### src/rtl/irq_frame_pkg.sv
// Package: shared constants, types and frame helpers for the interrupt
// context stacking sequencer. Assumes 8-bit data and 16-bit addresses.
package irq_frame_pkg;

    localparam int DW          = 8;
    localparam int AW          = 16;
    localparam int FRAME_BYTES = 9;
    localparam int VEC_BYTES   = 2;
    localparam int CNT_W       = $clog2(FRAME_BYTES);
    localparam int I_POS       = 4;
    localparam int X_POS       = 6;
    localparam int ENTRY_LEN   = FRAME_BYTES + VEC_BYTES;
    localparam int RTI_LEN     = FRAME_BYTES;

    typedef enum logic [2:0] {
        SQ_IDLE = 3'd0,
        SQ_PUSH = 3'd1,
        SQ_VHI  = 3'd2,
        SQ_VLO  = 3'd3,
        SQ_PULL = 3'd4
    } seq_state_e;

    typedef struct packed {
        logic [2*DW-1:0] pc;
        logic [2*DW-1:0] iy;
        logic [2*DW-1:0] ix;
        logic [DW-1:0]   a;
        logic [DW-1:0]   b;
        logic [DW-1:0]   ccr;
    } ctx_t;

    // Byte of the frame held in slot idx (slot idx sits at SP - idx).
    function automatic logic [DW-1:0] frame_pick(input ctx_t c, input logic [CNT_W-1:0] idx);
        logic [DW-1:0] r;
        case (idx)
            4'd0:    r = c.pc[DW-1:0];
            4'd1:    r = c.pc[2*DW-1:DW];
            4'd2:    r = c.iy[DW-1:0];
            4'd3:    r = c.iy[2*DW-1:DW];
            4'd4:    r = c.ix[DW-1:0];
            4'd5:    r = c.ix[2*DW-1:DW];
            4'd6:    r = c.a;
            4'd7:    r = c.b;
            default: r = c.ccr;
        endcase
        return r;
    endfunction

    // Context with slot idx replaced by byte v.
    function automatic ctx_t frame_put(input ctx_t c, input logic [CNT_W-1:0] idx, input logic [DW-1:0] v);
        ctx_t r;
        r = c;
        case (idx)
            4'd0:    r.pc[DW-1:0]     = v;
            4'd1:    r.pc[2*DW-1:DW]  = v;
            4'd2:    r.iy[DW-1:0]     = v;
            4'd3:    r.iy[2*DW-1:DW]  = v;
            4'd4:    r.ix[DW-1:0]     = v;
            4'd5:    r.ix[2*DW-1:DW]  = v;
            4'd6:    r.a              = v;
            4'd7:    r.b              = v;
            default: r.ccr            = v;
        endcase
        return r;
    endfunction

endpackage

### src/rtl/irq_seq_ctrl.sv
// Module: sequence controller. Accepts entry/return strobes only while idle
// (entry wins a tie), steps a slot counter through the frame and the vector
// fetch, and emits busy and a one-cycle done pulse.
// Assumes strobes are single-cycle requests from a synchronous source.
module irq_seq_ctrl
    import irq_frame_pkg::*;
(
    input  logic             clk,
    input  logic             rst_n,
    input  logic             entry_go,
    input  logic             rti_go,
    output seq_state_e       state,
    output logic [CNT_W-1:0] slot,
    output logic             take_entry,
    output logic             take_rti,
    output logic             busy,
    output logic             done
);

    localparam logic [CNT_W-1:0] LAST_SLOT = CNT_W'(FRAME_BYTES - 1);

    seq_state_e       st_q, st_d;
    logic [CNT_W-1:0] cnt_q, cnt_d;
    logic             done_q;

    // Accept a request only from idle; entry has priority.
    always_comb begin
        take_entry = (st_q == SQ_IDLE) && entry_go;
        take_rti   = (st_q == SQ_IDLE) && !entry_go && rti_go;
    end

    // Next-state and slot counter logic.
    always_comb begin
        st_d  = st_q;
        cnt_d = cnt_q;
        case (st_q)
            SQ_IDLE: begin
                cnt_d = '0;
                if (take_entry)    st_d = SQ_PUSH;
                else if (take_rti) st_d = SQ_PULL;
            end
            SQ_PUSH: begin
                if (cnt_q == LAST_SLOT) begin
                    st_d  = SQ_VHI;
                    cnt_d = '0;
                end else begin
                    cnt_d = cnt_q + CNT_W'(1);
                end
            end
            SQ_VHI:  st_d = SQ_VLO;
            SQ_VLO:  st_d = SQ_IDLE;
            SQ_PULL: begin
                if (cnt_q == LAST_SLOT) begin
                    st_d  = SQ_IDLE;
                    cnt_d = '0;
                end else begin
                    cnt_d = cnt_q + CNT_W'(1);
                end
            end
            default: st_d = SQ_IDLE;
        endcase
    end

    // State, counter and completion pulse registers.
    always_ff @(posedge clk) begin
        if (!rst_n) begin
            st_q   <= SQ_IDLE;
            cnt_q  <= '0;
            done_q <= 1'b0;
        end else begin
            st_q   <= st_d;
            cnt_q  <= cnt_d;
            done_q <= (st_q == SQ_VLO) || (st_q == SQ_PULL && cnt_q == LAST_SLOT);
        end
    end

    assign state = st_q;
    assign slot  = cnt_q;
    assign busy  = (st_q != SQ_IDLE);
    assign done  = done_q;

    // Checker support: length of the running operation and its kind.
    logic [4:0] op_len_q;
    logic       op_entry_q;
    always_ff @(posedge clk) begin
        if (!rst_n) begin
            op_len_q   <= '0;
            op_entry_q <= 1'b0;
        end else if (take_entry || take_rti) begin
            op_len_q   <= '0;
            op_entry_q <= take_entry;
        end else if (busy) begin
            op_len_q   <= op_len_q + 5'd1;
        end
    end

    // done follows exactly the expected number of busy cycles.
    p_op_length_r7: assert property (@(posedge clk) disable iff (!rst_n)
        done |-> (op_len_q == (op_entry_q ? 5'(ENTRY_LEN) : 5'(RTI_LEN))));

    // done only ever follows a busy cycle and never overlaps busy.
    p_done_after_busy_r7: assert property (@(posedge clk) disable iff (!rst_n)
        done |-> ($past(busy) && !busy));

    // a strobe while busy does not return the sequence to its start.
    p_busy_ignores_r8: assert property (@(posedge clk) disable iff (!rst_n)
        (busy && st_q != SQ_VLO && !(st_q == SQ_PULL && cnt_q == LAST_SLOT)) |=> busy);

endmodule

### src/rtl/irq_mem_port.sv
// Module: memory port driver. Decodes the controller state into the address,
// direction and write byte of the single byte-wide memory port.
// Assumes combinational read data and that the controller holds one state per cycle.
module irq_mem_port
    import irq_frame_pkg::*;
(
    input  logic             clk,
    input  logic             rst_n,
    input  seq_state_e       state,
    input  logic [CNT_W-1:0] slot,
    input  logic [AW-1:0]    sp_q,
    input  logic [AW-1:0]    vec_q,
    input  ctx_t             ctx_q,
    output logic [AW-1:0]    mem_addr,
    output logic             mem_wr,
    output logic             mem_rd,
    output logic [DW-1:0]    mem_wdata
);

    // Per-state drive of the memory port.
    always_comb begin
        mem_addr  = '0;
        mem_wr    = 1'b0;
        mem_rd    = 1'b0;
        mem_wdata = '0;
        case (state)
            SQ_PUSH: begin
                mem_wr    = 1'b1;
                mem_addr  = sp_q;
                mem_wdata = frame_pick(ctx_q, slot);
            end
            SQ_VHI: begin
                mem_rd    = 1'b1;
                mem_addr  = vec_q;
            end
            SQ_VLO: begin
                mem_rd    = 1'b1;
                mem_addr  = vec_q + AW'(1);
            end
            SQ_PULL: begin
                mem_rd    = 1'b1;
                mem_addr  = sp_q + AW'(1);
            end
            default: ;
        endcase
    end

    // never read and write in the same cycle.
    p_one_dir_r11: assert property (@(posedge clk) disable iff (!rst_n)
        !(mem_wr && mem_rd));

    // idle means no access at all.
    p_idle_quiet_r11: assert property (@(posedge clk) disable iff (!rst_n)
        (state == SQ_IDLE) |-> (!mem_wr && !mem_rd));

endmodule

### src/rtl/irq_ctx_regs.sv
// Module: context and pointer registers. Captures the inputs on an accepted
// strobe, walks the stack pointer, raises the mask bits after the CCR byte is
// written, loads the vector into PC, and restores slots during return.
// Assumes the controller supplies one-hot take strobes from idle.
module irq_ctx_regs
    import irq_frame_pkg::*;
(
    input  logic             clk,
    input  logic             rst_n,
    input  seq_state_e       state,
    input  logic [CNT_W-1:0] slot,
    input  logic             take_entry,
    input  logic             take_rti,
    input  logic             entry_nmi,
    input  logic [AW-1:0]    vec_addr,
    input  ctx_t             ctx_in,
    input  logic [AW-1:0]    sp_in,
    input  logic [DW-1:0]    mem_rdata,
    output ctx_t             ctx_q,
    output logic [AW-1:0]    sp_q,
    output logic [AW-1:0]    vec_q
);

    localparam logic [CNT_W-1:0] LAST_SLOT = CNT_W'(FRAME_BYTES - 1);

    logic nmi_q;
    logic [CNT_W-1:0] pull_slot;

    // Return reads the frame from the CCR end toward the PC end.
    assign pull_slot = LAST_SLOT - slot;

    // Request capture: vector address and entry kind.
    always_ff @(posedge clk) begin
        if (!rst_n) begin
            vec_q <= '0;
            nmi_q <= 1'b0;
        end else if (take_entry) begin
            vec_q <= vec_addr;
            nmi_q <= entry_nmi;
        end
    end

    // Stack pointer: capture, post-decrement on push, pre-increment on pull.
    always_ff @(posedge clk) begin
        if (!rst_n) begin
            sp_q <= '0;
        end else if (take_entry || take_rti) begin
            sp_q <= sp_in;
        end else if (state == SQ_PUSH) begin
            sp_q <= sp_q - AW'(1);
        end else if (state == SQ_PULL) begin
            sp_q <= sp_q + AW'(1);
        end
    end

    // Context: capture, mask update after CCR write, vector load, restore.
    always_ff @(posedge clk) begin
        if (!rst_n) begin
            ctx_q <= '0;
        end else if (take_entry || take_rti) begin
            ctx_q <= ctx_in;
        end else begin
            case (state)
                SQ_PUSH: begin
                    if (slot == LAST_SLOT) begin
                        ctx_q.ccr[I_POS] <= 1'b1;
                        if (nmi_q) ctx_q.ccr[X_POS] <= 1'b1;
                    end
                end
                SQ_VHI:  ctx_q.pc[2*DW-1:DW] <= mem_rdata;
                SQ_VLO:  ctx_q.pc[DW-1:0]    <= mem_rdata;
                SQ_PULL: ctx_q <= frame_put(ctx_q, pull_slot, mem_rdata);
                default: ;
            endcase
        end
    end

    // each stacking cycle moves the pointer down by one.
    p_sp_down_r5: assert property (@(posedge clk) disable iff (!rst_n)
        (state == SQ_PUSH) |=> (sp_q == $past(sp_q) - AW'(1)));

    // each pull cycle moves the pointer up by one.
    p_sp_up_r6: assert property (@(posedge clk) disable iff (!rst_n)
        (state == SQ_PULL) |=> (sp_q == $past(sp_q) + AW'(1)));

    // condition codes are untouched before the CCR byte is stored.
    p_ccr_held_r2: assert property (@(posedge clk) disable iff (!rst_n)
        (state == SQ_PUSH && slot != LAST_SLOT) |=> $stable(ctx_q.ccr));

    // I mask is set right after the CCR byte is stored.
    p_imask_set_r2: assert property (@(posedge clk) disable iff (!rst_n)
        (state == SQ_PUSH && slot == LAST_SLOT) |=> ctx_q.ccr[I_POS]);

    // a maskable entry leaves the X mask as it was.
    p_xmask_keep_r3: assert property (@(posedge clk) disable iff (!rst_n)
        (state == SQ_PUSH && slot == LAST_SLOT && !nmi_q) |=> $stable(ctx_q.ccr[X_POS]));

endmodule

### src/rtl/irq_frame_seq.sv
// Module: top of the interrupt context stacking sequencer. Connects the
// controller, the context registers and the memory port driver.
// Assumes a byte memory with same-cycle read data and one request at a time.
module irq_frame_seq
    import irq_frame_pkg::*;
(
    input  logic          clk,
    input  logic          rst_n,
    input  logic          entry_go,
    input  logic          entry_nmi,
    input  logic [15:0]   vec_addr,
    input  logic          rti_go,
    input  logic [15:0]   pc_in,
    input  logic [15:0]   iy_in,
    input  logic [15:0]   ix_in,
    input  logic [7:0]    acc_a_in,
    input  logic [7:0]    acc_b_in,
    input  logic [7:0]    ccr_in,
    input  logic [15:0]   sp_in,
    output logic [15:0]   mem_addr,
    output logic          mem_wr,
    output logic          mem_rd,
    output logic [7:0]    mem_wdata,
    input  logic [7:0]    mem_rdata,
    output logic          busy,
    output logic          done,
    output logic [15:0]   pc_out,
    output logic [15:0]   iy_out,
    output logic [15:0]   ix_out,
    output logic [7:0]    acc_a_out,
    output logic [7:0]    acc_b_out,
    output logic [7:0]    ccr_out,
    output logic [15:0]   sp_out
);

    seq_state_e       state;
    logic [CNT_W-1:0] slot;
    logic             take_entry, take_rti;
    ctx_t             ctx_in, ctx_q;
    logic [AW-1:0]    sp_q, vec_q;

    // Pack the incoming register values into one context word.
    always_comb begin
        ctx_in.pc  = pc_in;
        ctx_in.iy  = iy_in;
        ctx_in.ix  = ix_in;
        ctx_in.a   = acc_a_in;
        ctx_in.b   = acc_b_in;
        ctx_in.ccr = ccr_in;
    end

    irq_seq_ctrl u_ctrl (
        .clk        (clk),
        .rst_n      (rst_n),
        .entry_go   (entry_go),
        .rti_go     (rti_go),
        .state      (state),
        .slot       (slot),
        .take_entry (take_entry),
        .take_rti   (take_rti),
        .busy       (busy),
        .done       (done)
    );

    irq_ctx_regs u_regs (
        .clk        (clk),
        .rst_n      (rst_n),
        .state      (state),
        .slot       (slot),
        .take_entry (take_entry),
        .take_rti   (take_rti),
        .entry_nmi  (entry_nmi),
        .vec_addr   (vec_addr),
        .ctx_in     (ctx_in),
        .sp_in      (sp_in),
        .mem_rdata  (mem_rdata),
        .ctx_q      (ctx_q),
        .sp_q       (sp_q),
        .vec_q      (vec_q)
    );

    irq_mem_port u_port (
        .clk       (clk),
        .rst_n     (rst_n),
        .state     (state),
        .slot      (slot),
        .sp_q      (sp_q),
        .vec_q     (vec_q),
        .ctx_q     (ctx_q),
        .mem_addr  (mem_addr),
        .mem_wr    (mem_wr),
        .mem_rd    (mem_rd),
        .mem_wdata (mem_wdata)
    );

    // Present the working context on the output pins.
    assign pc_out    = ctx_q.pc;
    assign iy_out    = ctx_q.iy;
    assign ix_out    = ctx_q.ix;
    assign acc_a_out = ctx_q.a;
    assign acc_b_out = ctx_q.b;
    assign ccr_out   = ctx_q.ccr;
    assign sp_out    = sp_q;

    // a tie between the strobes in idle starts an entry (a write cycle).
    p_entry_wins_r9: assert property (@(posedge clk) disable iff (!rst_n)
        (!busy && entry_go && rti_go) |=> (mem_wr && !mem_rd));

    // the first entry write goes to the captured stack pointer.
    p_first_push_r1: assert property (@(posedge clk) disable iff (!rst_n)
        (!busy && entry_go) |=> (mem_addr == $past(sp_in)));

endmodule

### config.mk
export PLATFORM = sky130hd
export DESIGN_NAME = irq_frame_seq
export DESIGN_NICKNAME = d
export VERILOG_FILES = /design/src/rtl/irq_frame_pkg.sv /design/src/rtl/irq_seq_ctrl.sv /design/src/rtl/irq_mem_port.sv /design/src/rtl/irq_ctx_regs.sv /design/src/rtl/irq_frame_seq.sv
export SDC_FILE = /design/constraint.sdc
export NUM_CORES = 1
export LEC_CHECK = 0
export BUFFER_PORTS_ARGS = -buffer_cell sky130_fd_sc_hd__buf_2
export CAP_MARGIN = 5
export CORE_MARGIN = 3
export CORE_UTILIZATION = 35
export DETAILED_ROUTE_END_ITERATION = 8
export GPL_TIMING_DRIVEN = 0
export PLACE_DENSITY = 0.67
export SLEW_MARGIN = 20
export SYNTH_ARGS = -nofsm -noshare
export SYNTH_HDL_FRONTEND = slang
export SYNTH_SLANG_ARGS = --single-unit
### constraint.sdc
create_clock -name clk -period 3.5 [get_ports clk]
set_input_delay 0.35 -clock clk [delete_from_list [all_inputs] [get_ports clk]]
set_output_delay 0.35 -clock clk [all_outputs]
set_load 0.05 [all_outputs]
==> reports/qor.csv <==
metric,value,unit
met2 usage,42.8,%
P_int,3.01,mW
# DRC,0,
final hold vios,0,
reg2reg path depth,7,
Clk pwr share,32.5,%
Reg-to-Reg End,u_regs.ctx_q[3],
Post-synth EDFFs,0,
Post-Syn Area,6940,µm²
Mapped Cells,913,
Fmax,300,MHz
routability-driven placement congestion ratio,0.982,
die area,21600,µm²
leakage,3.88,nW
sequential cell area fraction in the yosys report,32.6,%
Synthesized Nets,1040,
clock skew,8.60,ps
Global Route met1 Usage,36.5,%
Congestion Overflow GR,0,
Sw Ratio,43.4,%
Least-Margin Pin Slew,901,ps
Arrival @ worst endpoint,2990,ps
initial core utilization,36.4,%
H-tree depth,4,
Most used DFF post-synth,dfxtp_1,
Layout Cells excl Fill,1428,
layout cells sized above 1,24.9,%
CTS tree,built,
DRT iter0 DRCs,1114,
Comb pwr share,36.5,%
yosys warns,0,
GRT Total Usage,27.4,%
fin. max-slew vios,0,
status,finished clean,
critical path's top delay family,buffers and inverters,
final setup violation count,0,
DRT antenna net count,0,
Hold EP,u_regs.vec_q[11],
Startpoint Class,flop,
CP Max Fanout,10,
Chip Width,147,µm
Clock transition at path regs,60,ps
most used routing layer,met2,
placed insts,1396,
first-pass GRT wire length,46.2,mm
R2R Setup Slk,850,ps
Ports,233,
CP Capture Type,output port,
Post-CTS Setup Bufs,0,
cts hold-fix bufs,0,
Hold Path Depth,3,
"Min Clock Period, post-route",3340,ps
clock sink total,113,
TritonRoute pass-1 iters,6,
CP Class,flop to output port,
reg-to-reg critical path startpoint,u_ctrl.state[0],
Detail Placement HPWL,23.3,mm
Final Util,47.1,%
Critical Path Slowest Stage Cell,clkbuf_1,
Flop pwr share,30.9,%
routed wire length,31.0,mm
cts bufs inserted,17,
Die Y,147,µm
"Avg Cell Area, Syn",7.60,µm²
"commonest non-fill, non-tap cell in the layout",buf_2,
Placement Rows,50,
PwrDens,591,nW/µm²
Worst slew margin,39.5,%
area grow syn2layout,29.5,%
final non-filler cell area,8990,µm²
met3 GRT Util,4.94,%
vias per cell,5.99,
Worst VDD drop,0.000376,V
Net Switching,2.30,mW
vias in the first global route,7950,
Placed Instance Area,8390,µm²
Worst Hold Class,input port to flop,
final period utilization,95.3,%
clock latency on the worst-skew pair,430,ps
mean routed wirelength per cell,21.7,µm
NumNets Final,1281,
maximum clock insertion buffer count,2,
DR vias,8553,
root buffer selected by CTS,clkbuf_16,
initial antenna violation count,2,
Worst EP required,3150,ps
I/O Buffers,223,
synthesized flop and latch total,113,
Placeable Area,19100,µm²
unrepaired setup endpoints after global routing,false,
most frequent cells in the layout,"buf_2, dfxtp_1, nand2_1",
largest net degree at the start of global routing,17,
max incr delay on CP,440,ps
min-delay src,vec_addr[11],
Post-synth ARST share,0,%
max cap viols,0,
setup TNS,0,ps
crit-path cells,inv_1 -> ha_1 -> clkbuf_1 -> clkbuf_2 -> a222oi_1 -> mux2i_1 -> o21ai_0 -> a21oi_1 -> buf_2,
Worst Path Buf+Inv,4,
Unique masters post-synth,72,
## how the worst max path moves through the flow
| stage | from | end | slack (ps) | cells past startpoint |
|---|---|---|---|---|
| 3_5_place_dp | u_ctrl.slot[0] | mem_wdata[3] | 410 | 8 |
| 4_1_cts | u_ctrl.slot[0] | mem_wdata[1] | 40 | 9 |
| 3_3_place_gp | u_ctrl.slot[0] | mem_wdata[4] | 4 | 7 |
| 2_1_floorplan | u_ctrl.slot[0] | mem_wdata[4] | 340 | 6 |
| 5_1_grt | u_ctrl.slot[1] | mem_wdata[4] | 70 | 9 |
| 6_report | u_ctrl.slot[1] | mem_wdata[4] | 160 | 9 |
## per-layer routing
layer / wire [µm] / up-vias
li1: - / 3865
met4: 1430 / 2
met1: 12700 / 3999
met5: 13 / -
met3: 3040 / 103
met2: 13800 / 584
## per-stage QoR
step	power (mW)	setup slack, ps	hold slack, ps
final	5.31	163	153
after global routing	5.49	68.9	165
after CTS	5.27	38.8	153
after detailed placement	3.56	409	475
after global placement	3.54	3.59	470
after floorplan	2.98	339	444
## worst min-delay path, cell delays in order
cell     delay, ps
buf_2           90
nand2_1         40
a21oi_1         50
## cell type report
cell class,count,area (µm²)
Timing Repair Buffer,223,1120
Tap cell,260,325
Clock buffer,20,457
Buffer,88,357
Fill cell,1979,10100
Multi-Input combinational cell,697,4290
Clock inverter,12,125
Inverter,14,52.6
Antenna cell,1,2.50
Sequential cell,113,2260
## power by group through the flow
stage	clock [mW]	combinational [mW]	sequential, mW
2_1_floorplan	0	0.873	2.10
3_3_place_gp	0	1.88	1.66
3_5_place_dp	0	1.90	1.66
4_1_cts	1.73	1.91	1.63
5_1_grt	1.78	2.05	1.66
6_report	1.73	1.94	1.64
## state kept, by name, summed over array words and instances, names as in the netlist
signal / cells
u_regs.nmi_q: 1
u_regs.ctx_q: 72
u_ctrl.state: 3
u_regs.sp_q: 16
u_ctrl.slot: 4
u_ctrl.done: 1
u_regs.vec_q: 16
## repair_timing
action | CTS | global route
pin swaps | 0 | 1
resized for setup | 4 | 7
endpoints found under the setup margin | 3 | 8
## Yosys cell counts, types with 6 or more instances
cell       instances  area (µm²)
a22o_1            10        87.6
xor2_1             9        78.8
nand4_1            6        37.5
a31oi_1            8        50.1
and2_1             6        37.5
a21oi_1           46         230
inv_1             11        41.3
nor3_1            72         360
mux2i_1           20         200
xnor2_1           22         193
nor2_1            88         330
dfxtp_1          113        2260
buf_1              9        33.8
o31ai_1            6        45.0
nand2_1          102         383
a222oi_1           7        70.1
o2bb2ai_1          8        70.1
o211ai_1           6        45.0
clkbuf_1          68         255
a22oi_1           35         263
ha_1              10         125
o221ai_1          22         193
o22ai_1           10        62.6
a221oi_1           6        52.6
nand3_1           28         140
o211a_1            8        80.1
and3_1            10        62.6
buf_2             11        55.1
o21ai_0           66         330
## logic make-up (layout without fill, tap and decap cells)
family          count (synthesis)  count (layout)  share of synthesized area, %
simple gates                  354             354                          24.5
compound gates                282             282                          28.5
mux                            20              20                          2.88
fa+ha+maj                      10              10                          1.80
other cells                     0               1                             0
buf+inv                       103             357                          5.87
xor+xnor                       31              31                          3.91
flops                         113             113                          32.6
(Power assumes the default switching activity.)
